**src/rtl/dhr_pkg.sv**
```systemverilog
package dhr_pkg;
  localparam int unsigned BIT_EN    = 3;
  localparam int unsigned BIT_EMPTY = 4;
  localparam int unsigned BIT_BUSY  = 5;
  localparam int unsigned BIT_READY = 6;
  localparam int unsigned BIT_GATED = 7;
  localparam int unsigned MIN_DW    = 8;

  typedef struct packed {
    logic ready;
    logic busy;
    logic empty;
  } disp_flags_t;
endpackage

```
**src/rtl/dhr_ctrl_reg.sv**
```systemverilog
module dhr_ctrl_reg (
  input  logic clk,
  input  logic rst_n,
  input  logic load_i,
  input  logic en_d_i,
  output logic en_o
);
  always_ff @(posedge clk or negedge rst_n) begin
    if (!rst_n)      en_o <= 1'b0;
    else if (load_i) en_o <= en_d_i;
  end
endmodule

```
**src/rtl/dhr_status.sv**
```systemverilog
module dhr_status
  import dhr_pkg::*;
#(
  parameter int unsigned DW = 16
) (
  input  logic        clk,
  input  logic        rst_n,
  input  logic        rd_stat_i,
  input  logic        en_i,
  input  disp_flags_t flags_i,
  output logic [DW-1:0] rdata_o
);
  function automatic logic [DW-1:0] pack_status(input logic en, input disp_flags_t f);
    logic [DW-1:0] w;
    w = '0;
    w[BIT_EN]    = en;
    w[BIT_EMPTY] = f.empty;
    w[BIT_BUSY]  = f.busy;
    w[BIT_READY] = f.ready;
    w[BIT_GATED] = en & f.empty;
    return w;
  endfunction

  always_ff @(posedge clk or negedge rst_n) begin
    if (!rst_n)         rdata_o <= '0;
    else if (rd_stat_i) rdata_o <= pack_status(en_i, flags_i);
    else                rdata_o <= '0;
  end
endmodule

```
**src/rtl/dhr_data_port.sv**
```systemverilog
module dhr_data_port #(
  parameter int unsigned DW = 16
) (
  input  logic          clk,
  input  logic          rst_n,
  input  logic          push_i,
  input  logic [DW-1:0] word_i,
  output logic [DW-1:0] data_o,
  output logic          valid_o
);
  always_ff @(posedge clk or negedge rst_n) begin
    if (!rst_n) begin
      data_o  <= '0;
      valid_o <= 1'b0;
    end else begin
      valid_o <= push_i;
      if (push_i) data_o <= word_i;
    end
  end
endmodule

```
**src/rtl/dhr_host_regs.sv**
```systemverilog
module dhr_host_regs
  import dhr_pkg::*;
#(
  parameter int unsigned DW       = 16,
  parameter int unsigned SELW     = 3,
  parameter int unsigned SEL_STAT = 5,
  parameter int unsigned SEL_DATA = 6
) (
  input  logic            clk,
  input  logic            rst_n,
  input  logic [SELW-1:0] sel_i,
  input  logic            rd_i,
  input  logic            wr_i,
  input  logic [DW-1:0]   wdata_i,
  output logic [DW-1:0]   rdata_o,
  output logic            irq_o,
  input  logic            disp_ready_i,
  input  logic            disp_empty_i,
  input  logic            disp_busy_i,
  output logic [DW-1:0]   disp_data_o,
  output logic            disp_valid_o
);
  localparam logic [SELW-1:0] SEL_S = SELW'(SEL_STAT);
  localparam logic [SELW-1:0] SEL_D = SELW'(SEL_DATA);

  // named decode events, observed by the checker
  logic hit_stat;
  logic hit_data;
  logic ctl_wr;
  logic stat_rd;
  logic data_wr;
  logic en_q;
  disp_flags_t flags;

  assign hit_stat = (sel_i == SEL_S);
  assign hit_data = (sel_i == SEL_D);
  assign ctl_wr   = wr_i & hit_stat;
  assign stat_rd  = rd_i & hit_stat;
  assign data_wr  = wr_i & hit_data;

  assign flags.ready = disp_ready_i;
  assign flags.busy  = disp_busy_i;
  assign flags.empty = disp_empty_i;

  dhr_ctrl_reg u_ctrl (
    .clk    (clk),
    .rst_n  (rst_n),
    .load_i (ctl_wr),
    .en_d_i (wdata_i[BIT_EN]),
    .en_o   (en_q)
  );

  dhr_status #(.DW(DW)) u_status (
    .clk       (clk),
    .rst_n     (rst_n),
    .rd_stat_i (stat_rd),
    .en_i      (en_q),
    .flags_i   (flags),
    .rdata_o   (rdata_o)
  );

  dhr_data_port #(.DW(DW)) u_data (
    .clk     (clk),
    .rst_n   (rst_n),
    .push_i  (data_wr),
    .word_i  (wdata_i),
    .data_o  (disp_data_o),
    .valid_o (disp_valid_o)
  );

  assign irq_o = en_q & flags.empty;

  initial begin
    if (DW < MIN_DW) $error("dhr_host_regs: DW must be at least %0d", MIN_DW);
  end
endmodule

```
**config.mk**
```make
export PLATFORM = sky130hd
export DESIGN_NAME = dhr_host_regs
export DESIGN_NICKNAME = d
export VERILOG_FILES = /design/src/rtl/dhr_pkg.sv /design/src/rtl/dhr_ctrl_reg.sv /design/src/rtl/dhr_status.sv /design/src/rtl/dhr_data_port.sv /design/src/rtl/dhr_host_regs.sv
export SDC_FILE = /design/constraint.sdc
export NUM_CORES = 1
export LEC_CHECK = 0
export BUFFER_PORTS_ARGS = -buffer_cell sky130_fd_sc_hd__buf_2
export CAP_MARGIN = 20
export CORE_UTILIZATION = 38
export CTS_CLUSTER_SIZE = 14
export DETAILED_ROUTE_END_ITERATION = 10
export HOLD_SLACK_MARGIN = 0.1
export PLACE_DENSITY = 0.72
export REMOVE_ABC_BUFFERS = 1
export SLEW_MARGIN = 20
export SYNTH_ARGS = -nofsm -noshare
export SYNTH_HDL_FRONTEND = slang
export SYNTH_SLANG_ARGS = --single-unit
export TNS_END_PERCENT = 5
```
**constraint.sdc**
```tcl
create_clock -name clk -period 0.85 [get_ports clk]
set_clock_uncertainty 0.1 [all_clocks]
set_input_delay 0.0425 -clock clk [delete_from_list [all_inputs] [get_ports clk]]
set_output_delay 0.0425 -clock clk [all_outputs]
set_load 0.02 [all_outputs]
```
== Word-level counts from Yosys, hierarchy flattened ==
Index checks and enable logic that the tools add are counted.
Word-level totals
  bits in latches: 0
  bits in registers: 34
  memory bits (read-only): 0
  output and inout port bits: 34
  memories: 0
  memory bits (writable): 0
Cells by class
  mux-type cells: 1
  divide/modulo/power cells: 0
  shifts and indexed selects: 0
  bitwise logic cells: 4
  add/sub/neg operators: 0
  reductions and logical operators: 0
  eq/ne operators: 2
  $mul: 0
  magnitude comparators: 0
Operators with widths (number)
  two-way mux 8 bit: 1
  equality test 3 bit (second input constant): 2
  AND 1 bit: 4

== Logic depth before layout (Yosys ltp) ==
Gate-level depths: netlist (run 1).
  word-level depth: 3
  mapped depth: 3

== By module ==
From an unflattened synthesis (run 1), not the netlist that was laid out.
Unflattened totals
  cell total of the unflattened synthesis: 63
  area total of the unflattened synthesis: 998.5 um2
Modules (own cells, without submodules)
  dhr_data_port: instances 1, seq. area each 425.4 um2, area each 674.4 um2, cells an instance 35
  dhr_status: instances 1, seq. area each 125.1 um2, area each 247.7 um2, cells an instance 22
  dhr_ctrl_reg: instances 1, seq. area each 25.0 um2, area each 40.0 um2, cells an instance 2
  dhr_host_regs: instances 1, seq. area each 0.0 um2, area each 36.3 um2, cells an instance 4

== Least setup slack after synthesis (run 1) ==
No wires, ideal clock.
  path kind: register -> register
  from: reg u_ctrl.en_o
  to: reg u_status.rdata_o[7]
  slack: -0.122 ns
  required time: 0.630 ns
  cell stages (with the launch flop): 3
  path buffers: 0
  arrival time: 0.753 ns
  library setup time: 0.120 ns
  cell sequence: dfrtp_1 -> and2_1 -> and3_1
Between the ends
  cells in the longest elaborated chain, start to end: 2
Ends and longest elaborated chain
  from (decl): line dhr_ctrl_reg.sv:6  | output logic en_o
  from (signal assigned): line dhr_ctrl_reg.sv:10  | else if (load_i) en_o <= en_d_i;
  AND 1 bit
  net irq_o: line dhr_host_regs.sv:16  | output logic irq_o,
  two-way mux 8 bit: line dhr_status.sv:26  | else if (rd_stat_i) rdata_o <= pack_status(en_i, flags_i);
  to (signal assigned): line dhr_status.sv:26
  to (decl): line dhr_status.sv:11  | output logic [DW-1:0] rdata_o
The timed path passes the listed nets, and every way through them passes these cells.
A chain may end at the register's enable or synchronous reset.

== Final worst setup path (run 1) ==
  from: reg u_ctrl.en_o
  to: out irq_o
Between the ends
  cells in the longest elaborated chain, start to end: 1
Ends and longest elaborated chain
  AND 1 bit: line dhr_host_regs.sv:71  | assign irq_o = en_q & flags.empty;
  to (decl): line dhr_host_regs.sv:16
No other way between the ends.

==> run_results.csv, run 1 <==
group,metric,value,unit
synth,yosys_most_used_dff,"dfrtp_1",
placed_design,dp_cells,142,
cts,clkSinkCount,23,
detailed_routing,viasPerCell,4.34,
run_status,violations,"hold timing, setup timing",
sta,worst_slack,-0.251,ns
synth,synth_edf_count,0,
setup_path,cp_slowest_stage_delay,0.40,ns
detailed_routing,routedWlPerCell,12.9,µm
placed_design,place_ws,-0.182,ns
floorplan,fp.dieW,53.1,µm
detailed_routing,wl_met1,795,µm
layout,diodes,0,
detailed_routing,drc_errors,0,
sta,grt_setup_unrepaired,"yes",
sta,fin_setup_tns,-3.96,ns
synth,synth_seq_cells,23,
sta,min_period,1.10,ns
floorplan,die_area,2820,µm²
detailed_routing,drt_iter0_markers,3,
cts,numCtsBuffers,3,
global_route,grt_max_degree,24,
synth,async_flop_share,100,%
setup_path,crit_path_top_delay_cell,"dfrtp_1",
cts,cts-root-buf,"clkbuf_4",
detailed_routing,routed.top_layer,"met4",
synth,yosysUniqueCellTypes,13,
run,max-cap-violations,0,
synth,synthesis.area,991,µm²
synth,synthTopCellsByArea,"dfrtp_1 58%, mux2_4 14%, mux2_2 9.1%",
synth,synthTopCellsByCount,"23 x dfrtp_1, 11 x buf_4, 9 x mux2_4",
setup_path,required,0.71,ns
sta,setup_viol,39,
cts,clk_latency,0.30,ns
cts,cts_tree,"built",
synth,yosysTopAreaCell,"dfrtp_1",
synth,yosys.area.top_type_share,58.1,%
floorplan,initial_core_util,40.0,%
global_route,antenna_found_initial,0,
global_route,grt_overflow,0,
layout,stdcell_count,167,
synth,yosysSeqAreaShare,58.1,%
cts,cts_buffer_depth,2,
placed_design,hpwl,1350,µm
setup_path,critPathArrivalTime,0.96,ns
detailed_routing,wl_met3,155,µm
layout,drive_above_1_share,54.7,%
cts,cts.htree.levels,1,
global_route,grt_pass1_vias,713,
sta,max_freq,0.908,GHz
detailed_routing,wirelength,2160,µm
floorplan,die_h,53.1,µm
detailed_routing,vias,724,
layout,area_growth,51.9,%
pwr,p_leak,0.000849,µW
detailed_routing,drtPass1Iterations,2,
sta,post-route-period-util,130,%
global_route,grt_pass1_wl,3010,µm
pwr,power_per_cell_area,1880,nW/µm²
setup_path,path_max_fanout,2,
cts,clk_pin_slew,0.12,ns
sta,holdWs,-0.148,ns
layout,nNetsFinal,164,
synth,ys_warn_count,0,
placed_design,place_congestion,0.629,
setup_path,critPathLaunchType,"register",
sta,timing_hold_violations_final,3,
synth,yosysMostFrequentCell,"dfrtp_1",
floorplan,fp-row-count,18,
sta,max_slew_margin,66.7,%
global_route,grtUsageTotal,15.6,%
floorplan,core-area,2480,µm²
hold_path,hp-class,"in -> reg",
setup_path,path_class,"reg -> out",
pwr,max-vdd-ir-drop,1150,µV
sta,tightest_slew,0.500,ns
detailed_routing,ant_nets,0,
synth,syn-instance-count,64,
synth,synthesis.area_per_instance,15.5,µm²
placed_design,portBuffers,48,
sta,drv_slew,0,
setup_path,path_cells,"and2_4, buf_6",
floorplan,ios,60,
setup_path,cp-end-kind,"output port",
detailed_routing,wl_met2,1180,µm
run_status,outcome,"finished, violations left",
-- cell type report --
| type | instances | area, µm² |
|---|---|---|
| flip-flops and latches | 23 | 576 |
| well taps | 30 | 37.5 |
| inverters | 1 | 3.75 |
| multi-input cells | 38 | 369 |
| clock inverters | 1 | 5.00 |
| fillers | 205 | 972 |
| clock buffers | 3 | 22.5 |
| repair buffers | 71 | 492 |
-- cell families (layout without fill, tap and decap cells) --
group                  count (synthesis)  after routing  synth area share [%]
DFF                                   23             23                  58.1
buffers and inverters                 13             76                  9.85
muxes                                 17             17                  22.7
other                                  1             11                 0.378
and+or+nand+nor                       10             10                  8.97
-- final timing paths --
path	start	endpoint	slack, ns	cells after the start
setup / recovery	u_ctrl.en_o	irq_o	-0.25	2
hold / removal	disp_empty_i	u_status.rdata_o[4]	-0.15	2
setup reg to reg	u_data.data_o[11]	u_data.data_o[11]	-0.18	2
hold reg to reg	u_data.data_o[9]	u_data.data_o[9]	0.42	1
max in group asynchronous	rst_n	u_ctrl.en_o	0.20	2
min in group asynchronous	rst_n	u_data.data_o[4]	0.12	2
-- placed cells by master, fill, tap and decap left out, types with 3 or more instances in the layout --
cell	netlist	routed
clkbuf_4	0	3
mux2_4	9	12
dlygate4sd3_1	0	19
buf_4	11	3
dfrtp_1	23	23
and2_1	5	4
conb_1	1	11
buf_2	0	45
buf_6	1	3
mux2_2	8	5
-- power breakdown --
group	internal, µW	leakage, µW	switching (µW)
sequential	1280	0.000287	97.6
combinational	491	0.000544	479
clock	175	0.0000177	313
total	1940	0.000849	890
-- metrics by stage --
stage	power, µW	util, %	hold WS, ns	instance area, µm²
after floorplan	1890	-	-0.353	935
after global placement	2180	50.1	-0.0737	1240
after detailed placement	2220	50.1	-0.0640	1240
after CTS	2810	59.0	-0.150	1460
after global routing	2980	60.8	-0.143	1510
final	2830	60.8	-0.148	1510
-- timing repair --
action	4_1_cts	5_1_grt
buffers inserted	1	1
endpoints found under the hold margin	45	6
hold buffers	17	2
gates resized for setup	5	5
cloned	0	0
endpoints found under the setup margin	38	42
-- sequential cells by signal (all words and copies together) (netlist names) --
signal and count:
u_ctrl.en_o 1, u_data.data_o 16, u_data.valid_o 1, u_status.rdata_o 5
-- metal layers --
layer  GRT usage, %  vias to the layer above
li1               -                      338
met1           15.4                      345
met2           30.6                       37
met3           2.30                        4
met4           8.33                        0
met5              0                        -
-- critical path: cells and delay by family, from the launching register on --
family | cells | cell delay, ns
DFF | 1 | 0.40
and+or+nand+nor | 1 | 0.14
buffers and inverters | 1 | 0.12
Power figures use the tool's default switching activity.
==> run 2: changes to the inputs <==
--- a/config.mk
+++ b/config.mk
@@ -8,11 +8,12 @@
 export BUFFER_PORTS_ARGS = -buffer_cell sky130_fd_sc_hd__buf_2
 export CAP_MARGIN = 20
 export CORE_UTILIZATION = 38
-export CTS_CLUSTER_SIZE = 14
+export CTS_CLUSTER_SIZE = 40
 export DETAILED_ROUTE_END_ITERATION = 10
 export HOLD_SLACK_MARGIN = 0.1
 export PLACE_DENSITY = 0.72
 export REMOVE_ABC_BUFFERS = 1
+export SETUP_SLACK_MARGIN = 0.1
 export SLEW_MARGIN = 20
 export SYNTH_ARGS = -nofsm -noshare
 export SYNTH_HDL_FRONTEND = slang
==> run_results.csv, run 2 (same netlist as run 1, synthesis figures left out) <==
group,metric,value,unit
layout,area_growth,38.0,%
sta,min_period,1.10,ns
pwr,max-vdd-ir-drop,1210,µV
setup_path,path_class,"reg -> out",
setup_path,critPathLaunchType,"register",
layout,largestRegisters,"u_data.data_o x16, u_status.rdata_o x5",
run_status,outcome,"finished, violations left",
layout,drive_above_1_share,62.3,%
floorplan,core-area,2480,µm²
setup_path,rr_endpoint,"u_data.data_o[11]",
sta,setup_viol,38,
setup_path,critPathArrivalTime,0.96,ns
cts,clk_pin_slew,0.12,ns
placed_design,hpwl,1350,µm
floorplan,fp-row-count,18,
hold_path,min_to,"u_status.rdata_o[4]",
layout,largest_register_ffs,16,
cts,cts.htree.levels,1,
cts,hold_buffers,3,
pwr,totalPowerFinal,2810,µW
layout,final_common_cell,"buf_2",
placed_design,place_congestion,0.629,
detailed_routing,drtPass1Iterations,3,
cts,cts_buffer_depth,2,
detailed_routing,viasPerCell,4.45,
sta,worst_slack,-0.252,ns
global_route,grt_max_degree,24,
global_route,grtUsageTotal,14.0,%
hold_path,min_from,"disp_empty_i",
detailed_routing,vias,676,
pwr,p_leak,0.000792,µW
detailed_routing,ant_nets,0,
setup_path,cp-end-kind,"output port",
layout,nNetsFinal,149,
detailed_routing,wirelength,1880,µm
global_route,grt_pass1_wl,2700,µm
sta,timing_hold_violations_final,19,
detailed_routing,drt_iter0_markers,2,
sta,post-route-period-util,130,%
global_route,antenna_found_initial,0,
floorplan,fp.dieW,53.1,µm
global_route,grt_overflow,0,
detailed_routing,routedWlPerCell,12.4,µm
placed_design,portBuffers,48,
detailed_routing,drc_errors,0,
hold_path,hold_depth,2,
sta,holdWs,-0.148,ns
run_status,violations,"hold timing, setup timing",
setup_path,rr_worst_depth,2,
layout,final_cell_mix,"42 x buf_2, 23 x dfrtp_1, 12 x mux2_4",
pwr,power_per_cell_area,2060,nW/µm²
cts,clkSinkCount,23,
setup_path,r2r-start,"u_data.data_o[11]",
hold_path,hp-class,"in -> reg",
cts,cts_tree,"built",
placed_design,place_ws,-0.182,ns
floorplan,die_area,2820,µm²
sta,drv_slew,0,
layout,diodes,0,
floorplan,die_h,53.1,µm
global_route,grt_pass1_vias,640,
layout,regMostFlops,"u_data.data_o",
run,max-cap-violations,0,
cts,cts-root-buf,"clkbuf_4",
sta,grt_setup_unrepaired,"yes",
setup_path,path_max_fanout,2,
cts,clk_latency,0.30,ns
setup_path,r2r_slack,-0.16,ns
floorplan,ios,60,
floorplan,initial_core_util,40.0,%
sta,max_freq,0.908,GHz
cts,numCtsBuffers,3,
setup_path,required,0.71,ns
[run 2: changes by cell type in the layout (fill, tap and decap cells not counted), sizes merged]
cell / delta
dlygate4sd3: -16
clkbuf: +1
[run 2: report_power, final]
| part | leakage, µW | internal, µW | switching, µW |
|---|---|---|---|
| sequential | 0.000287 | 1280 | 98.5 |
| clock | 0.0000177 | 175 | 312 |
| combinational | 0.000487 | 481 | 469 |
[run 2: per-stage QoR]
| stage | util, % | instance area [µm²] | TNS, ns | hold slack (ns) | std cells |
|---|---|---|---|---|---|
| after detailed placement | 50.1 | 1240 | -2.95 | -0.0640 | 142 |
| after floorplan | - | 935 | -1.96 | -0.353 | 62 |
| after global routing | 55.2 | 1370 | -5.29 | -0.155 | 152 |
| final | 55.2 | 1370 | -4.00 | -0.148 | 152 |
| after global placement | 50.1 | 1240 | -2.62 | -0.0737 | 142 |
| after CTS | 53.6 | 1330 | -4.13 | -0.151 | 150 |
[run 2: area by class of cell]
class	instances	area, µm²
multi-input combinational	38	369
inverter	1	3.75
clock buffer	3	22.5
fill	216	1110
timing repair buffer	56	354
clock inverter	1	5.00
tap	30	37.5
sequential	23	576
[run 2: worst max-delay path by stage]
stage | from | end | slack (ns) | cells past startpoint
final | u_ctrl.en_o | irq_o | -0.25 | 2
after global routing | u_ctrl.en_o | irq_o | -0.29 | 2
after CTS | u_ctrl.en_o | irq_o | -0.26 | 2
after detailed placement | sel_i[2] | u_data.data_o[11] | -0.18 | 4
after global placement | sel_i[0] | u_data.data_o[4] | -0.16 | 4
after floorplan | sel_i[0] | u_data.data_o[0] | -0.12 | 2
[run 2: per-layer routing]
layer,track usage [%],vias to the layer above,share of wire (%)
li1,-,308,-
met1,14.2,327,39
met2,25.9,37,52
met3,2.87,4,8.1
met4,8.33,0,1.3
met5,0,-,0
[run 2: worst max-delay path, stage by stage (launching register included)]
cell     delay, ns
dfrtp_1       0.40
and2_4        0.14
buf_6         0.12
[run 2: repair_timing]
action / in CTS / in global routing
setup buffers: 1 / 2
gates resized for setup: 7 / 8
setup endpoints to repair: 41 / 65
hold endpoints to repair: 45 / 19
